[src/rtl/systmr_pkg.sv]
package systmr_pkg;
    // Byte offsets of the register map
    localparam int unsigned OFS_CNT_LO = 'h00;
    localparam int unsigned OFS_CNT_HI = 'h04;
    localparam int unsigned OFS_CMP_LO = 'h08;
    localparam int unsigned OFS_CMP_HI = 'h0C;
    localparam int unsigned OFS_CTRL   = 'h10;
    localparam int unsigned OFS_STAT   = 'h14;

    // Control and status bit positions
    localparam int unsigned CTRL_EN_BIT  = 0;
    localparam int unsigned CTRL_WEN_BIT = 1;
    localparam int unsigned STAT_EVT_BIT = 0;
endpackage

[src/rtl/systmr_counter.sv]
module systmr_counter #(
    parameter int unsigned CNT_W = 64,
    parameter logic [CNT_W-1:0] CNT_INIT = '0
) (
    input  logic             clk,
    input  logic             rst_n,
    input  logic             tick_i,
    output logic [CNT_W-1:0] count_o
);
    typedef struct packed {
        logic [CNT_W-1:0] cnt;
    } cnt_state_t;

    cnt_state_t st_d, st_q;

    always_comb begin
        st_d = st_q;
        if (tick_i) begin
            st_d.cnt = st_q.cnt + 1'b1;
        end
    end

    always_ff @(posedge clk) begin
        if (!rst_n) begin
            st_q.cnt <= CNT_INIT;
        end else begin
            st_q <= st_d;
        end
    end

    assign count_o = st_q.cnt;


    cnt_step_chk: assert property (@(posedge clk) disable iff (!rst_n)
        tick_i |=> (count_o == $past(count_o) + 1'b1));


    cnt_hold_chk: assert property (@(posedge clk) disable iff (!rst_n)
        !tick_i |=> $stable(count_o));
endmodule

[src/rtl/systmr_event.sv]
module systmr_event #(
    parameter int unsigned CNT_W = 64
) (
    input  logic             clk,
    input  logic             rst_n,
    input  logic             en_i,
    input  logic [CNT_W-1:0] count_i,
    input  logic [CNT_W-1:0] cmp_i,
    input  logic             clr_i,
    output logic             evt_o,
    output logic             irq_o
);
    typedef struct packed {
        logic evt;
    } evt_state_t;

    evt_state_t st_d, st_q;
    logic       hit;

    always_comb begin
        st_d = st_q;
        hit  = en_i && (count_i >= cmp_i);
        if (clr_i) begin
            st_d.evt = 1'b0;
        end
        if (hit) begin
            st_d.evt = 1'b1;
        end
    end

    always_ff @(posedge clk) begin
        if (!rst_n) begin
            st_q.evt <= 1'b0;
        end else begin
            st_q <= st_d;
        end
    end

    assign evt_o = st_q.evt;
    assign irq_o = st_q.evt & en_i;


    evt_cause_chk: assert property (@(posedge clk) disable iff (!rst_n)
        $rose(evt_o) |-> $past(en_i && (count_i >= cmp_i)));


    evt_sticky_chk: assert property (@(posedge clk) disable iff (!rst_n)
        (evt_o && !clr_i) |=> evt_o);


    evt_clear_chk: assert property (@(posedge clk) disable iff (!rst_n)
        (clr_i && !(en_i && (count_i >= cmp_i))) |=> !evt_o);


    evt_prio_chk: assert property (@(posedge clk) disable iff (!rst_n)
        (clr_i && en_i && (count_i >= cmp_i)) |=> evt_o);
endmodule

[src/rtl/systmr_regs.sv]
module systmr_regs
    import systmr_pkg::*;
#(
    parameter int unsigned DATA_W = 32,
    parameter int unsigned ADDR_W = 5,
    localparam int unsigned CNT_W = 2 * DATA_W
) (
    input  logic              clk,
    input  logic              rst_n,
    input  logic [ADDR_W-1:0] addr_i,
    input  logic              wr_i,
    input  logic              rd_i,
    input  logic [DATA_W-1:0] wdata_i,
    input  logic [CNT_W-1:0]  count_i,
    input  logic              evt_i,
    output logic [DATA_W-1:0] rdata_o,
    output logic              en_o,
    output logic [CNT_W-1:0]  cmp_o,
    output logic              clr_o
);
    typedef struct packed {
        logic [DATA_W-1:0] shadow;
        logic [DATA_W-1:0] hold;
        logic [CNT_W-1:0]  cmp;
        logic              en;
    } reg_state_t;

    reg_state_t st_d, st_q;

    logic sel_cnt_lo, sel_cnt_hi, sel_cmp_lo, sel_cmp_hi, sel_ctrl, sel_stat;

    always_comb begin
        sel_cnt_lo = (addr_i == ADDR_W'(OFS_CNT_LO));
        sel_cnt_hi = (addr_i == ADDR_W'(OFS_CNT_HI));
        sel_cmp_lo = (addr_i == ADDR_W'(OFS_CMP_LO));
        sel_cmp_hi = (addr_i == ADDR_W'(OFS_CMP_HI));
        sel_ctrl   = (addr_i == ADDR_W'(OFS_CTRL));
        sel_stat   = (addr_i == ADDR_W'(OFS_STAT));
    end

    always_comb begin
        st_d = st_q;
        if (wr_i && sel_cmp_hi) begin
            st_d.hold = wdata_i;
        end
        if (wr_i && sel_cmp_lo) begin
            st_d.cmp = {st_q.hold, wdata_i};
        end
        if (wr_i && sel_ctrl && wdata_i[CTRL_WEN_BIT]) begin
            st_d.en = wdata_i[CTRL_EN_BIT];
        end
        if (rd_i && sel_cnt_lo) begin
            st_d.shadow = count_i[CNT_W-1:DATA_W];
        end
    end

    always_comb begin
        rdata_o = '0;
        if (sel_cnt_lo) begin
            rdata_o = count_i[DATA_W-1:0];
        end else if (sel_cnt_hi) begin
            rdata_o = st_q.shadow;
        end else if (sel_cmp_lo) begin
            rdata_o = st_q.cmp[DATA_W-1:0];
        end else if (sel_cmp_hi) begin
            rdata_o = st_q.cmp[CNT_W-1:DATA_W];
        end else if (sel_ctrl) begin
            rdata_o[CTRL_EN_BIT] = st_q.en;
        end else if (sel_stat) begin
            rdata_o[STAT_EVT_BIT] = evt_i;
        end
    end

    always_ff @(posedge clk) begin
        if (!rst_n) begin
            st_q <= '0;
        end else begin
            st_q <= st_d;
        end
    end

    assign en_o  = st_q.en;
    assign cmp_o = st_q.cmp;
    assign clr_o = wr_i && sel_stat && wdata_i[STAT_EVT_BIT];


    cmp_commit_chk: assert property (@(posedge clk) disable iff (!rst_n)
        (wr_i && sel_cmp_lo) |=> (cmp_o == {$past(st_q.hold), $past(wdata_i)}));


    cmp_hold_chk: assert property (@(posedge clk) disable iff (!rst_n)
        !(wr_i && sel_cmp_lo) |=> $stable(cmp_o));


    en_guard_chk: assert property (@(posedge clk) disable iff (!rst_n)
        !(wr_i && sel_ctrl && wdata_i[CTRL_WEN_BIT]) |=> $stable(en_o));


    snap_capture_chk: assert property (@(posedge clk) disable iff (!rst_n)
        (rd_i && sel_cnt_lo) |=> (st_q.shadow == $past(count_i[CNT_W-1:DATA_W])));
endmodule

[src/rtl/systmr_top.sv]
module systmr_top #(
    parameter int unsigned DATA_W = 32,
    parameter int unsigned ADDR_W = 5,
    parameter logic [2*DATA_W-1:0] CNT_INIT = '0
) (
    input  logic              clk,
    input  logic              rst_n,
    input  logic              tick,
    input  logic [ADDR_W-1:0] addr,
    input  logic              wr_en,
    input  logic              rd_en,
    input  logic [DATA_W-1:0] wdata,
    output logic [DATA_W-1:0] rdata,
    output logic              irq
);
    localparam int unsigned CNT_W = 2 * DATA_W;

    logic [CNT_W-1:0] count;
    logic [CNT_W-1:0] cmp;
    logic             en;
    logic             evt;
    logic             clr;

    systmr_counter #(
        .CNT_W    (CNT_W),
        .CNT_INIT (CNT_INIT)
    ) u_counter (
        .clk     (clk),
        .rst_n   (rst_n),
        .tick_i  (tick),
        .count_o (count)
    );

    systmr_regs #(
        .DATA_W (DATA_W),
        .ADDR_W (ADDR_W)
    ) u_regs (
        .clk     (clk),
        .rst_n   (rst_n),
        .addr_i  (addr),
        .wr_i    (wr_en),
        .rd_i    (rd_en),
        .wdata_i (wdata),
        .count_i (count),
        .evt_i   (evt),
        .rdata_o (rdata),
        .en_o    (en),
        .cmp_o   (cmp),
        .clr_o   (clr)
    );

    systmr_event #(
        .CNT_W (CNT_W)
    ) u_event (
        .clk     (clk),
        .rst_n   (rst_n),
        .en_i    (en),
        .count_i (count),
        .cmp_i   (cmp),
        .clr_i   (clr),
        .evt_o   (evt),
        .irq_o   (irq)
    );


    irq_gate_chk: assert property (@(posedge clk) disable iff (!rst_n)
        irq |-> (en && evt));
endmodule

[config.mk]
export PLATFORM = sky130hd
export DESIGN_NAME = systmr_top
export DESIGN_NICKNAME = d
export VERILOG_FILES = /design/src/rtl/systmr_pkg.sv /design/src/rtl/systmr_counter.sv /design/src/rtl/systmr_event.sv /design/src/rtl/systmr_regs.sv /design/src/rtl/systmr_top.sv
export SDC_FILE = /design/constraint.sdc
export NUM_CORES = 1
export LEC_CHECK = 0
export ABC_AREA = 1
export CAP_MARGIN = 20
export CORE_MARGIN = 4
export CORE_UTILIZATION = 60
export CTS_BUF_LIST = sky130_fd_sc_hd__clkbuf_4
export DETAILED_ROUTE_END_ITERATION = 10
export HOLD_SLACK_MARGIN = 0.02
export MAX_ROUTING_LAYER = met4
export PLACE_DENSITY = 0.81
export SYNTH_ARGS = -nofsm -noshare
export SYNTH_HDL_FRONTEND = slang
export SYNTH_SLANG_ARGS = --single-unit
[constraint.sdc]
create_clock -name clk -period 2.2 [get_ports clk]
set_clock_uncertainty 0.05 [all_clocks]
set_input_delay 0.33 -clock clk [delete_from_list [all_inputs] [get_ports clk]]
set_output_delay 0.33 -clock clk [all_outputs]
set_load 0.05 [all_outputs]
Word-level counts from Yosys, hierarchy flattened --
Index checks and enable logic that the tools add are counted.
Storage, ports and cells: register bits after elaboration 194, input port bits 42, output and inout port bits 33
Cells by class: add/sub/neg operators 1, magnitude comparators 1, eq/ne operators 5, mux-type cells 9, bitwise operators 1, reduce and logical (&&, ||, !) cells 10
Operator list (number):
- $mux W32 | 3
- $add A64 B1 Y64 const B | 1
- $ge A64 B64 Y1 | 1
- $mux W31 | 1
- $eq A5 B4 Y1 const B | 2
- $eq A5 B5 Y1 const B | 2
- $logic_and A1 B1 Y1 | 8
- $eq A5 B3 Y1 const B | 1
- $logic_not A5 Y1 | 1
- $mux W1 | 5
- $reduce_bool A2 Y1 | 1
- $and A1 B1 Y1 | 1

Longest topological paths before layout --
Gate-level depths: netlist of run 1.
word-level depth 7, depth in mapped cells 17, mapped depth without buffers 17

Hierarchy --
A second synthesis of run 1 with hierarchy kept.
Second synthesis, totals: cell total of the unflattened synthesis 1729, area, all modules 11378.4 um^2
By module, submodules not included:
- systmr_regs | instances 1, cells an instance 823, area each 5763.0 um^2, sequential area each 2582.5 um^2
- systmr_counter | instances 1, cells an instance 619, area each 3839.9 um^2, sequential area each 1281.2 um^2
- systmr_event | instances 1, cells an instance 287, area each 1775.5 um^2, sequential area each 20.0 um^2

Worst setup path after synthesis of run 1 --
OpenSTA, ideal clock, no wires.
path kind input-to-output, start point input addr[1], end point output rdata[12], arrival time 2.263 ns, path slack -0.443 ns, stages on the path 6, cells stage by stage nor2_1 > nand3_1 > nor2_2 > inv_1 > clkbuf_1 > o21ai_0
Between the ends: word-level cells in the longest chain between the ends 5, elaborated cells between the ends (all ways) 8, classes of those cells eq/ne: 3; mux: 4; reduce/logical: 1
Ends and longest elaborated chain:
- from (decl) | line systmr_top.sv:9 | input logic [ADDR_W-1:0] addr,
- $eq A5 B4 Y1 | line systmr_regs.sv:36 | sel_cmp_hi = (addr_i == ADDR_W'(OFS_CMP_HI));
- $mux W31 | line systmr_regs.sv:65 | end else if (sel_cmp_hi) begin
- $mux W32 | line systmr_regs.sv:63 | end else if (sel_cmp_lo) begin
- $mux W32 | line systmr_regs.sv:61 | end else if (sel_cnt_hi) begin
- $mux W32 (*) | line systmr_regs.sv:59 | if (sel_cnt_lo) begin
- to (decl) | line systmr_top.sv:13 | output logic [DATA_W-1:0] rdata,
Every way passes the cells marked *; elsewhere a longest branch is shown, timed or not.

Final worst setup path of run 1 --
start point input addr[3], end point output rdata[14]
The elaborated chain is that of the path after synthesis.

==> flow_metrics.env, run 1 <==
export IMPL_drcViolationCount=0
export IMPL_numCtsBuffers=17
export IMPL_placed_cells=1831
export IMPL_synthTopCellsByCount="nand2_1, nor2_1, dfxtp_1"
export IMPL_leakage_nw=5.36
export IMPL_arrival_ns=1.81
export IMPL_ys_flop_type="dfxtp_1"
export IMPL_final_area_mm2=0.0133
export IMPL_path_delay_family="buffers and inverters"
export IMPL_cts_sinks=194
export IMPL_required_ns=1.82
export IMPL_startpoint_type="input port"
export IMPL_slew_viol_final=0
export IMPL_crit_path_end_kind="output port"
export IMPL_die_x_um=139
export IMPL_synth_area_leaders="dfxtp_1, o21ai_0, a21oi_1"
export IMPL_die_area_mm2=0.0192
export IMPL_drive_above_1_share_pct=17.5
export IMPL_drt_pass1_iterations=6
export IMPL_max_stage_delay_ns=0.24
export IMPL_rows=47
export IMPL_grt_max_degree=61
export IMPL_synth_area_mm2=0.0102
export IMPL_dp_final_hpwl_um=28200
export IMPL_cts_tree="built"
export IMPL_postPlaceCellArea_mm2=0.0124
export IMPL_vias=11688
export IMPL_synth_most_common_cell="nand2_1"
export IMPL_grt_setup_unrepaired="yes"
export IMPL_syn_nets=1579
export IMPL_viasPerCell=6.22
export IMPL_path_clk_slew_ns=0.18
export IMPL_synthCells=1472
export IMPL_grt_pass1_wl_um=58900
export IMPL_routed_wirelength_um=39900
export IMPL_hold_class="in -> reg"
export IMPL_setup_tns_ns=0
export IMPL_htree_levels=4
export IMPL_hold_violations=0
export IMPL_syn_area_per_cell_um2=6.95
export IMPL_synth_cell_types=35
export IMPL_fin_nets=1752
export IMPL_clockBufferDepth=2
export IMPL_cp_slowest_cell="dlygate4sd2_1"
export IMPL_io_buffers=74
export IMPL_status="complete, no violations"
export IMPL_finalNonFillerCells=1878
export IMPL_min_period_ns=2.19
export IMPL_synthToLayoutAreaGrowth_pct=29.6
export IMPL_ios=75
export IMPL_synth_async_reset_ratio_pct=0
export IMPL_crit_type="in -> out"
export IMPL_irDropWorstVdd_uv=511
export IMPL_fmax_mhz=457
export IMPL_power_density_mw_per_mm2=469
export IMPL_yosysSeqAreaShare_pct=38.0
export IMPL_core_area_mm2=0.0166
export IMPL_drt_iter0_markers=1727
export IMPL_cpMostUsedCell="buf_12"
export IMPL_slew_limit_headroom_pct=55.8
export IMPL_worstPathMaxFanout=8
export IMPL_gp_congestion=1.06
export IMPL_wl_per_cell_um=21.2
export IMPL_start_util_pct=61.5
export IMPL_grt_use_total_pct=40.0
export IMPL_p_total_w=0.00622
export IMPL_max_slew_worst_pin_slew_ns=0.663
export IMPL_grt_antenna_before_repair=0
export IMPL_synth_area_leader_cell="dfxtp_1"
export IMPL_maxCapViolations=0
export IMPL_cp_num_buf_inv=7
export IMPL_grt_pass1_vias=10941
export IMPL_crit_chain="dlygate4sd2_1 -> inv_2 -> buf_6 -> nand3_4 -> nor2_4 -> buf_12 -> buf_12 -> buf_12 -> a21oi_1 -> o21ai_2 -> buf_12"
export IMPL_die_y_um=139
export IMPL_setup_viol=0
export IMPL_synth_seq_cells=194
export IMPL_n_antenna_cell=0
export IMPL_cts_root_buf="clkbuf_4"
export IMPL_synth_warnings=0
export IMPL_post_route_period_util_pct=99.4
export IMPL_synth_top_area_share_pct=38.0
export IMPL_grt_overflow_total=0
export IMPL_antenna_left=0
export IMPL_synth_enable_flop_cells=0
export IMPL_clk_latency_ns=0.63
export IMPL_whs_ns=0.235
logic make-up (layout without fill, tap and decap cells):
| kind of cell | count (synthesis) | in the layout | share of synthesized area (%) |
|---|---|---|---|
| simple gates | 573 | 573 | 24.2 |
| compound gates | 392 | 392 | 20.1 |
| buf+inv | 235 | 421 | 8.77 |
| flops | 194 | 194 | 38.0 |
| fa+ha+maj | 65 | 65 | 7.95 |
| xor+xnor | 13 | 13 | 1.11 |
power breakdown:
| part | internal (W) | switching, W |
|---|---|---|
| combinational | 0.000193 | 0.000294 |
| clock | 0.000656 | 0.00150 |
| sequential | 0.00355 | 0.0000211 |
sequential cells by signal, indices dropped and copies added (netlist names):
name               flops
u_regs.cmp_o          64
u_regs.st_q           64
u_regs.en_o            1
u_event.evt_o          1
u_counter.count_o     64
repair_timing:
item	CTS	global route
gates cloned	2	3
endpoints found under the hold margin	22	0
hold buffers	1	0
gates resized for setup	54	45
setup endpoints to repair	33	56
pin swaps	8	9
buffers inserted	5	4
layout make-up:
cell class,count,area (um^2)
clock buffers,18,135
clock inverters,14,184
fillers,1120,3380
inverters,177,671
multi-input cells,1043,5730
flip-flops and latches,194,3890
well taps,220,275
repair buffers,212,2370
per-layer routing:
metal	GRT usage (%)	vias up	part of all wire, %
met5	-	-	0
met4	17.4	0	6.7
met3	10.7	254	12
met2	62.6	842	44
met1	48.7	5326	37
li1	-	5266	-
worst register-to-register path, delay by kind of cell, from the launching register on:
family,cells,cell delay [ns]
xor+xnor,1,0.16
simple gates,8,1.15
fa+ha+maj,1,0.20
flops,1,0.42
per-stage QoR:
| stage | utilization [%] | worst slack [ns] |
|---|---|---|
| floorplan | - | -0.273 |
| global placement | 74.7 | -0.248 |
| global route | 79.7 | -0.0163 |
| CTS | 78.4 | 0.00128 |
| detailed placement | 74.7 | -0.300 |
| finish | 79.7 | 0.0128 |
cells in the final DEF, fill, tap and decap left out, types with 7 or more instances in the layout:
cell type,synthesis,routed
buf_4,2,115
nand4_1,27,27
inv_1,174,164
dfxtp_1,194,185
nand2_1,220,218
o21ai_0,180,161
xor2_1,10,10
o22ai_1,16,13
o2111ai_1,12,8
a21oi_1,172,166
ha_1,65,65
nand3_1,53,50
clkdlybuf4s50_1,0,35
clkbuf_4,0,18
o21ai_2,0,10
dfxtp_2,0,9
o21ai_1,1,7
nor3_1,36,34
nor2_2,5,8
inv_2,3,11
nor3_2,6,8
nor4_1,13,11
buf_12,0,44
nor2_1,202,195
final timing paths:
path                           end                 start  slack (ns)  cells past startpoint
min reg2reg   u_counter.count_o[0]  u_counter.count_o[0]        0.45                      1
max reg2reg  u_counter.count_o[30]  u_counter.count_o[0]        0.10                     10
min                u_regs.st_q[88]             wdata[23]        0.23                      3
max                      rdata[14]               addr[3]        0.01                     11
(Power assumes the default switching activity.)
==> run 2: changes to the inputs <==
--- a/config.mk
+++ b/config.mk
@@ -8,12 +8,12 @@
 export ABC_AREA = 1
 export CAP_MARGIN = 20
 export CORE_MARGIN = 4
-export CORE_UTILIZATION = 60
+export CORE_UTILIZATION = 61
 export CTS_BUF_LIST = sky130_fd_sc_hd__clkbuf_4
 export DETAILED_ROUTE_END_ITERATION = 10
 export HOLD_SLACK_MARGIN = 0.02
 export MAX_ROUTING_LAYER = met4
-export PLACE_DENSITY = 0.81
+export PLACE_DENSITY = 0.83
 export SYNTH_ARGS = -nofsm -noshare
 export SYNTH_HDL_FRONTEND = slang
 export SYNTH_SLANG_ARGS = --single-unit
==> flow_metrics.env, run 2 (synthesis gave the netlist of run 1 again) <==
export IMPL_arrival_ns=1.84
export IMPL_synthToLayoutAreaGrowth_pct=28.5
export IMPL_final_cell_mix="nand2_1, nor2_1, dfxtp_1"
export IMPL_whs_ns=0.210
export IMPL_fmax_mhz=450
export IMPL_cts_tree="built"
export IMPL_worstPathMaxFanout=3
export IMPL_dp_final_hpwl_um=28000
export IMPL_required_ns=1.82
export IMPL_fin_nets=1754
export IMPL_timing_reg2reg_setup_slack_ns=0.10
export IMPL_holdPathEnd="u_regs.st_q[88]"
export IMPL_slew_viol_final=0
export IMPL_die_x_um=138
export IMPL_hp_start="wdata[23]"
export IMPL_power_density_mw_per_mm2=465
export IMPL_drt_iter0_markers=1681
export IMPL_maxCapViolations=0
export IMPL_timing_rr_start="u_counter.count_o[19]"
export IMPL_clockBufferDepth=2
export IMPL_leakage_nw=5.32
export IMPL_rows=47
export IMPL_drcViolationCount=0
export IMPL_cts_root_buf="clkbuf_4"
export IMPL_grt_use_total_pct=40.3
export IMPL_final_common_cell="nand2_1"
export IMPL_postPlaceCellArea_mm2=0.0124
export IMPL_max_slew_worst_pin_slew_ns=0.675
export IMPL_sw_frac_of_total_pct=29.9
export IMPL_fillCellCount=1139
export IMPL_grt_antenna_before_repair=1
export IMPL_p_int_w=0.00429
export IMPL_ios=75
export IMPL_violations="negative setup slack"
export IMPL_hold_class="in -> reg"
export IMPL_io_buffers=74
export IMPL_status="finished with violations"
export IMPL_setup_ws_ns=-0.0214
export IMPL_gp_congestion=1.01
export IMPL_irDropWorstVdd_uv=431
export IMPL_crit_path_end_kind="output port"
export IMPL_clk_latency_ns=0.64
export IMPL_grt_setup_unrepaired="yes"
export IMPL_drive_above_1_share_pct=16.6
export IMPL_die_area_mm2=0.0189
export IMPL_hold_depth=3
export IMPL_utilization_pct=79.6
export IMPL_numCtsBuffers=17
export IMPL_r2r_end="u_counter.count_o[40]"
export IMPL_hold_violations=0
export IMPL_crit_type="in -> out"
export IMPL_slew_limit_headroom_pct=54.9
export IMPL_core_area_mm2=0.0165
export IMPL_htree_levels=4
export IMPL_wl_per_cell_um=20.3
export IMPL_path_clk_slew_ns=0.20
export IMPL_r2r_cells=11
export IMPL_grt_pass1_wl_um=56500
export IMPL_setup_viol=2
export IMPL_die_y_um=138
export IMPL_drt_pass1_iterations=6
export IMPL_power_switching_w=0.00183
export IMPL_grt_max_degree=68
export IMPL_routed_wirelength_um=38300
export IMPL_vias=11550
export IMPL_post_route_period_util_pct=101
export IMPL_min_period_ns=2.22
export IMPL_p_comb_share_pct=7.7
export IMPL_startpoint_type="input port"
export IMPL_power_frac_seq_pct=58.3
export IMPL_start_util_pct=61.9
export IMPL_cts_sinks=194
export IMPL_antenna_left=0
export IMPL_grt_overflow_total=0
export IMPL_final_area_mm2=0.0132
export IMPL_pwr_share_clk_pct=33.9
export IMPL_grt_pass1_vias=10686
export IMPL_viasPerCell=6.14
[run 2: worst max-delay path, stage by stage]
cell	delay [ns]
dlygate4sd2_1	0.23
inv_2	0.13
nand3_4	0.11
buf_4	0.14
buf_4	0.12
nor2_1	0.31
a221oi_4	0.15
o2111ai_4	0.13
buf_12	0.17
[run 2: layout make-up]
class,count,area [um^2],share of cell area [%]
multi-input cells,1043,5670,43.1
clock buffers,17,128,0.970
flip-flops and latches,194,3900,29.7
repair buffers,214,2320,17.7
clock inverters,15,186,1.42
well taps,220,275,2.09
diodes,1,2.50,0.0190
inverters,177,668,5.08
[run 2: stage by stage]
step | worst slack (ns) | power (W) | instances | TNS, ns
after CTS | -0.00565 | 0.00606 | 1873 | -0.0128
after global placement | -0.303 | 0.00404 | 1834 | -7.60
final | -0.0214 | 0.00612 | 1881 | -0.0217
after global routing | -0.0731 | 0.00627 | 1881 | -0.0745
after floorplan | -0.273 | 0.00386 | 1472 | -2.40
after detailed placement | -0.341 | 0.00406 | 1834 | -12.04
[run 2: how the worst max path moves through the flow]
stage / from / to / cells after the start
floorplan: addr[1] / rdata[10] / 5
global placement: addr[1] / rdata[0] / 7
detailed placement: addr[1] / rdata[0] / 7
CTS: addr[0] / rdata[16] / 10
global route: addr[3] / rdata[0] / 9
finish: addr[3] / rdata[0] / 9
[run 2: timing repair]
action | 4_1_cts | 5_1_grt
endpoints found under the setup margin | 33 | 47
hold buffers | 1 | 0
pin swaps | 6 | 5
endpoints found under the hold margin | 10 | 0
resized for setup | 40 | 40
setup buffers | 4 | 5
cloned | 2 | 2
[run 2: power by group through the flow]
stage,clock (W),sequential [W],combinational (W)
5_1_grt,0.00218,0.00357,0.000507
3_5_place_dp,0,0.00364,0.000417
6_report,0.00208,0.00357,0.000474
4_1_cts,0.00205,0.00357,0.000438
2_1_floorplan,0,0.00364,0.000224
3_3_place_gp,0,0.00364,0.000404
[run 2: routing by layer]
layer	vias up	GRT usage, %	wire length (um)
met3	223	10.1	4470
met2	805	61.7	17100
met1	5229	48.7	14000
met5	-	-	0
met4	0	22.3	2690
li1	5293	-	-
==> run 3: changes to the inputs <==
--- a/config.mk
+++ b/config.mk
@@ -10,6 +10,7 @@
 export CORE_MARGIN = 4
 export CORE_UTILIZATION = 61
 export CTS_BUF_LIST = sky130_fd_sc_hd__clkbuf_4
+export CTS_CLUSTER_SIZE = 8
 export DETAILED_ROUTE_END_ITERATION = 10
 export HOLD_SLACK_MARGIN = 0.02
 export MAX_ROUTING_LAYER = met4
@@ -17,3 +18,4 @@
 export SYNTH_ARGS = -nofsm -noshare
 export SYNTH_HDL_FRONTEND = slang
 export SYNTH_SLANG_ARGS = --single-unit
+export TNS_END_PERCENT = 5
==> flow_metrics.env, run 3 (synthesis gave the netlist of run 1 again) <==
export IMPL_cts_tree="built"
export IMPL_maxCapViolations=0
export IMPL_postPlaceCellArea_mm2=0.0124
export IMPL_htree_levels=4
export IMPL_grt_pass1_wl_um=53200
export IMPL_setup_ws_ns=-0.0540
export IMPL_leakage_nw=5.26
export IMPL_final_area_mm2=0.0130
export IMPL_min_period_ns=2.25
export IMPL_path_clk_slew_ns=0.20
export IMPL_start_util_pct=61.9
export IMPL_irDropWorstVdd_uv=515
export IMPL_final_common_cell="nand2_1"
export IMPL_grt_antenna_before_repair=1
export IMPL_grt_setup_unrepaired="yes"
export IMPL_die_x_um=138
export IMPL_die_area_mm2=0.0189
export IMPL_clk_latency_ns=0.62
export IMPL_grt_use_total_pct=38.1
export IMPL_grt_max_degree=119
export IMPL_antenna_left=0
export IMPL_dp_final_hpwl_um=27400
export IMPL_final_cell_mix="nand2_1, nor2_1, dfxtp_1"
export IMPL_core_area_mm2=0.0165
export IMPL_setup_viol=1
export IMPL_fmax_mhz=444
export IMPL_ios=75
export IMPL_routed_wirelength_um=35300
export IMPL_crit_type="reg -> out"
export IMPL_holdPathEnd="u_regs.cmp_o[11]"
export IMPL_crit_chain="buf_4 -> inv_1 -> o21ai_1 -> buf_12"
export IMPL_p_total_w=0.00612
export IMPL_hold_class="in -> reg"
export IMPL_numCtsBuffers=17
export IMPL_r2r_end="u_counter.count_o[56]"
export IMPL_power_density_mw_per_mm2=471
export IMPL_cp_num_buf_inv=3
export IMPL_whs_ns=0.204
export IMPL_startpoint_type="register"
export IMPL_timing_reg2reg_setup_slack_ns=0.08
export IMPL_drt_iter0_markers=1194
export IMPL_vias=11163
export IMPL_max_slew_worst_pin_slew_ns=0.658
export IMPL_synthToLayoutAreaGrowth_pct=26.9
export IMPL_hp_start="rst_n"
export IMPL_hold_violations=0
export IMPL_multi_input_area_mm2=0.00567
export IMPL_place_ws_ns=-0.414
export IMPL_setup_tns_ns=-0.0540
export IMPL_path_depth=4
export IMPL_rows=47
export IMPL_slew_limit_headroom_pct=56.1
export IMPL_fin_nets=1738
export IMPL_io_buffers=74
export IMPL_wl_per_cell_um=18.9
export IMPL_cts_sinks=194
export IMPL_slew_viol_final=0
export IMPL_required_ns=1.82
export IMPL_path_delay_family="flip-flops"
export IMPL_grt_overflow_total=0
export IMPL_post_route_period_util_pct=102
export IMPL_max_stage_delay_ns=0.57
export IMPL_r2r_cells=11
export IMPL_crit_path_end_kind="output port"
export IMPL_seqCellArea_mm2=0.00390
export IMPL_die_y_um=138
export IMPL_worstPathMaxFanout=5
export IMPL_drt_pass1_iterations=8
export IMPL_violations="negative setup slack"
export IMPL_arrival_ns=1.87
export IMPL_clockBufferDepth=2
export IMPL_cp_slowest_cell="dfxtp_1"
export IMPL_viasPerCell=5.99
export IMPL_gp_congestion=1.03
export IMPL_timing_rr_start="u_counter.count_o[19]"
export IMPL_cts_root_buf="clkbuf_4"
export IMPL_hold_depth=4
export IMPL_fillCellCount=1242
export IMPL_status="finished with violations"
export IMPL_grt_pass1_vias=9968
export IMPL_drive_above_1_share_pct=16.6
export IMPL_drcViolationCount=0
## run 3: changes by cell type in the layout (fill, tap and decap cells not counted), moves of 4 or more
cell       change
buf_6          -5
nor2_1         -4
a21oi_1        -5
buf_4          -7
o2111ai_2      +6
o2111ai_1      -5
a21oi_2        +5
nor2_2         +6
## run 3: routing by layer
layer | share of wire (%) | up-vias | GRT usage [%] | wire, um
met5 | 0 | - | - | 0
met4 | 4.8 | 0 | 16.7 | 1710
met3 | 12 | 137 | 9.24 | 4240
met2 | 44 | 679 | 55.9 | 15400
met1 | 39 | 5101 | 50.0 | 13900
li1 | - | 5246 | - | -
## run 3: worst max-delay path by stage
stage	start	endpoint	slack [ns]
final	u_counter.count_o[31]	rdata[31]	-0.05
after global routing	u_regs.cmp_o[31]	rdata[31]	-0.06
after CTS	addr[3]	rdata[31]	-0.06
after detailed placement	addr[1]	rdata[14]	-0.41
after global placement	addr[1]	rdata[0]	-0.39
after floorplan	addr[1]	rdata[10]	-0.27
## run 3: through the flow
stage               util, %  cells
global route           78.6   1865
CTS                    78.0   1862
floorplan                 -   1472
global placement       74.9   1829
detailed placement     74.9   1829
finish                 78.6   1865
## run 3: worst register-to-register path, delay by kind of cell, from the launching register on
family | cells | cell delay, ns
and+or+nand+nor | 8 | 1.20
DFF | 1 | 0.42
buffers and inverters | 2 | 0.20
xor gates and xnor gates | 1 | 0.15
## run 3: timing repair
action | CTS | global route
buffers inserted | 1 | 2
setup endpoints to repair | 33 | 48
hold buffers | 0 | 0
pin swaps | 3 | 5
resized for setup | 51 | 36
## run 3: layout make-up
cell class              count  share of cell area [%]
diodes                      1                  0.0193
clock buffers              18                    1.04
clock inverters            14                    1.52
inverters                 177                    5.16
multi-input cells        1043                    43.6
flip-flops and latches    194                    30.0
well taps                 220                    2.12
repair buffers            198                    16.5
## run 3: where the power goes
group	switching (W)	total (W)	internal [W]
clock network	0.00151	0.00210	0.000589
logic	0.000269	0.000449	0.000181
registers	0.0000186	0.00357	0.00355
total	0.00180	0.00612	0.00432
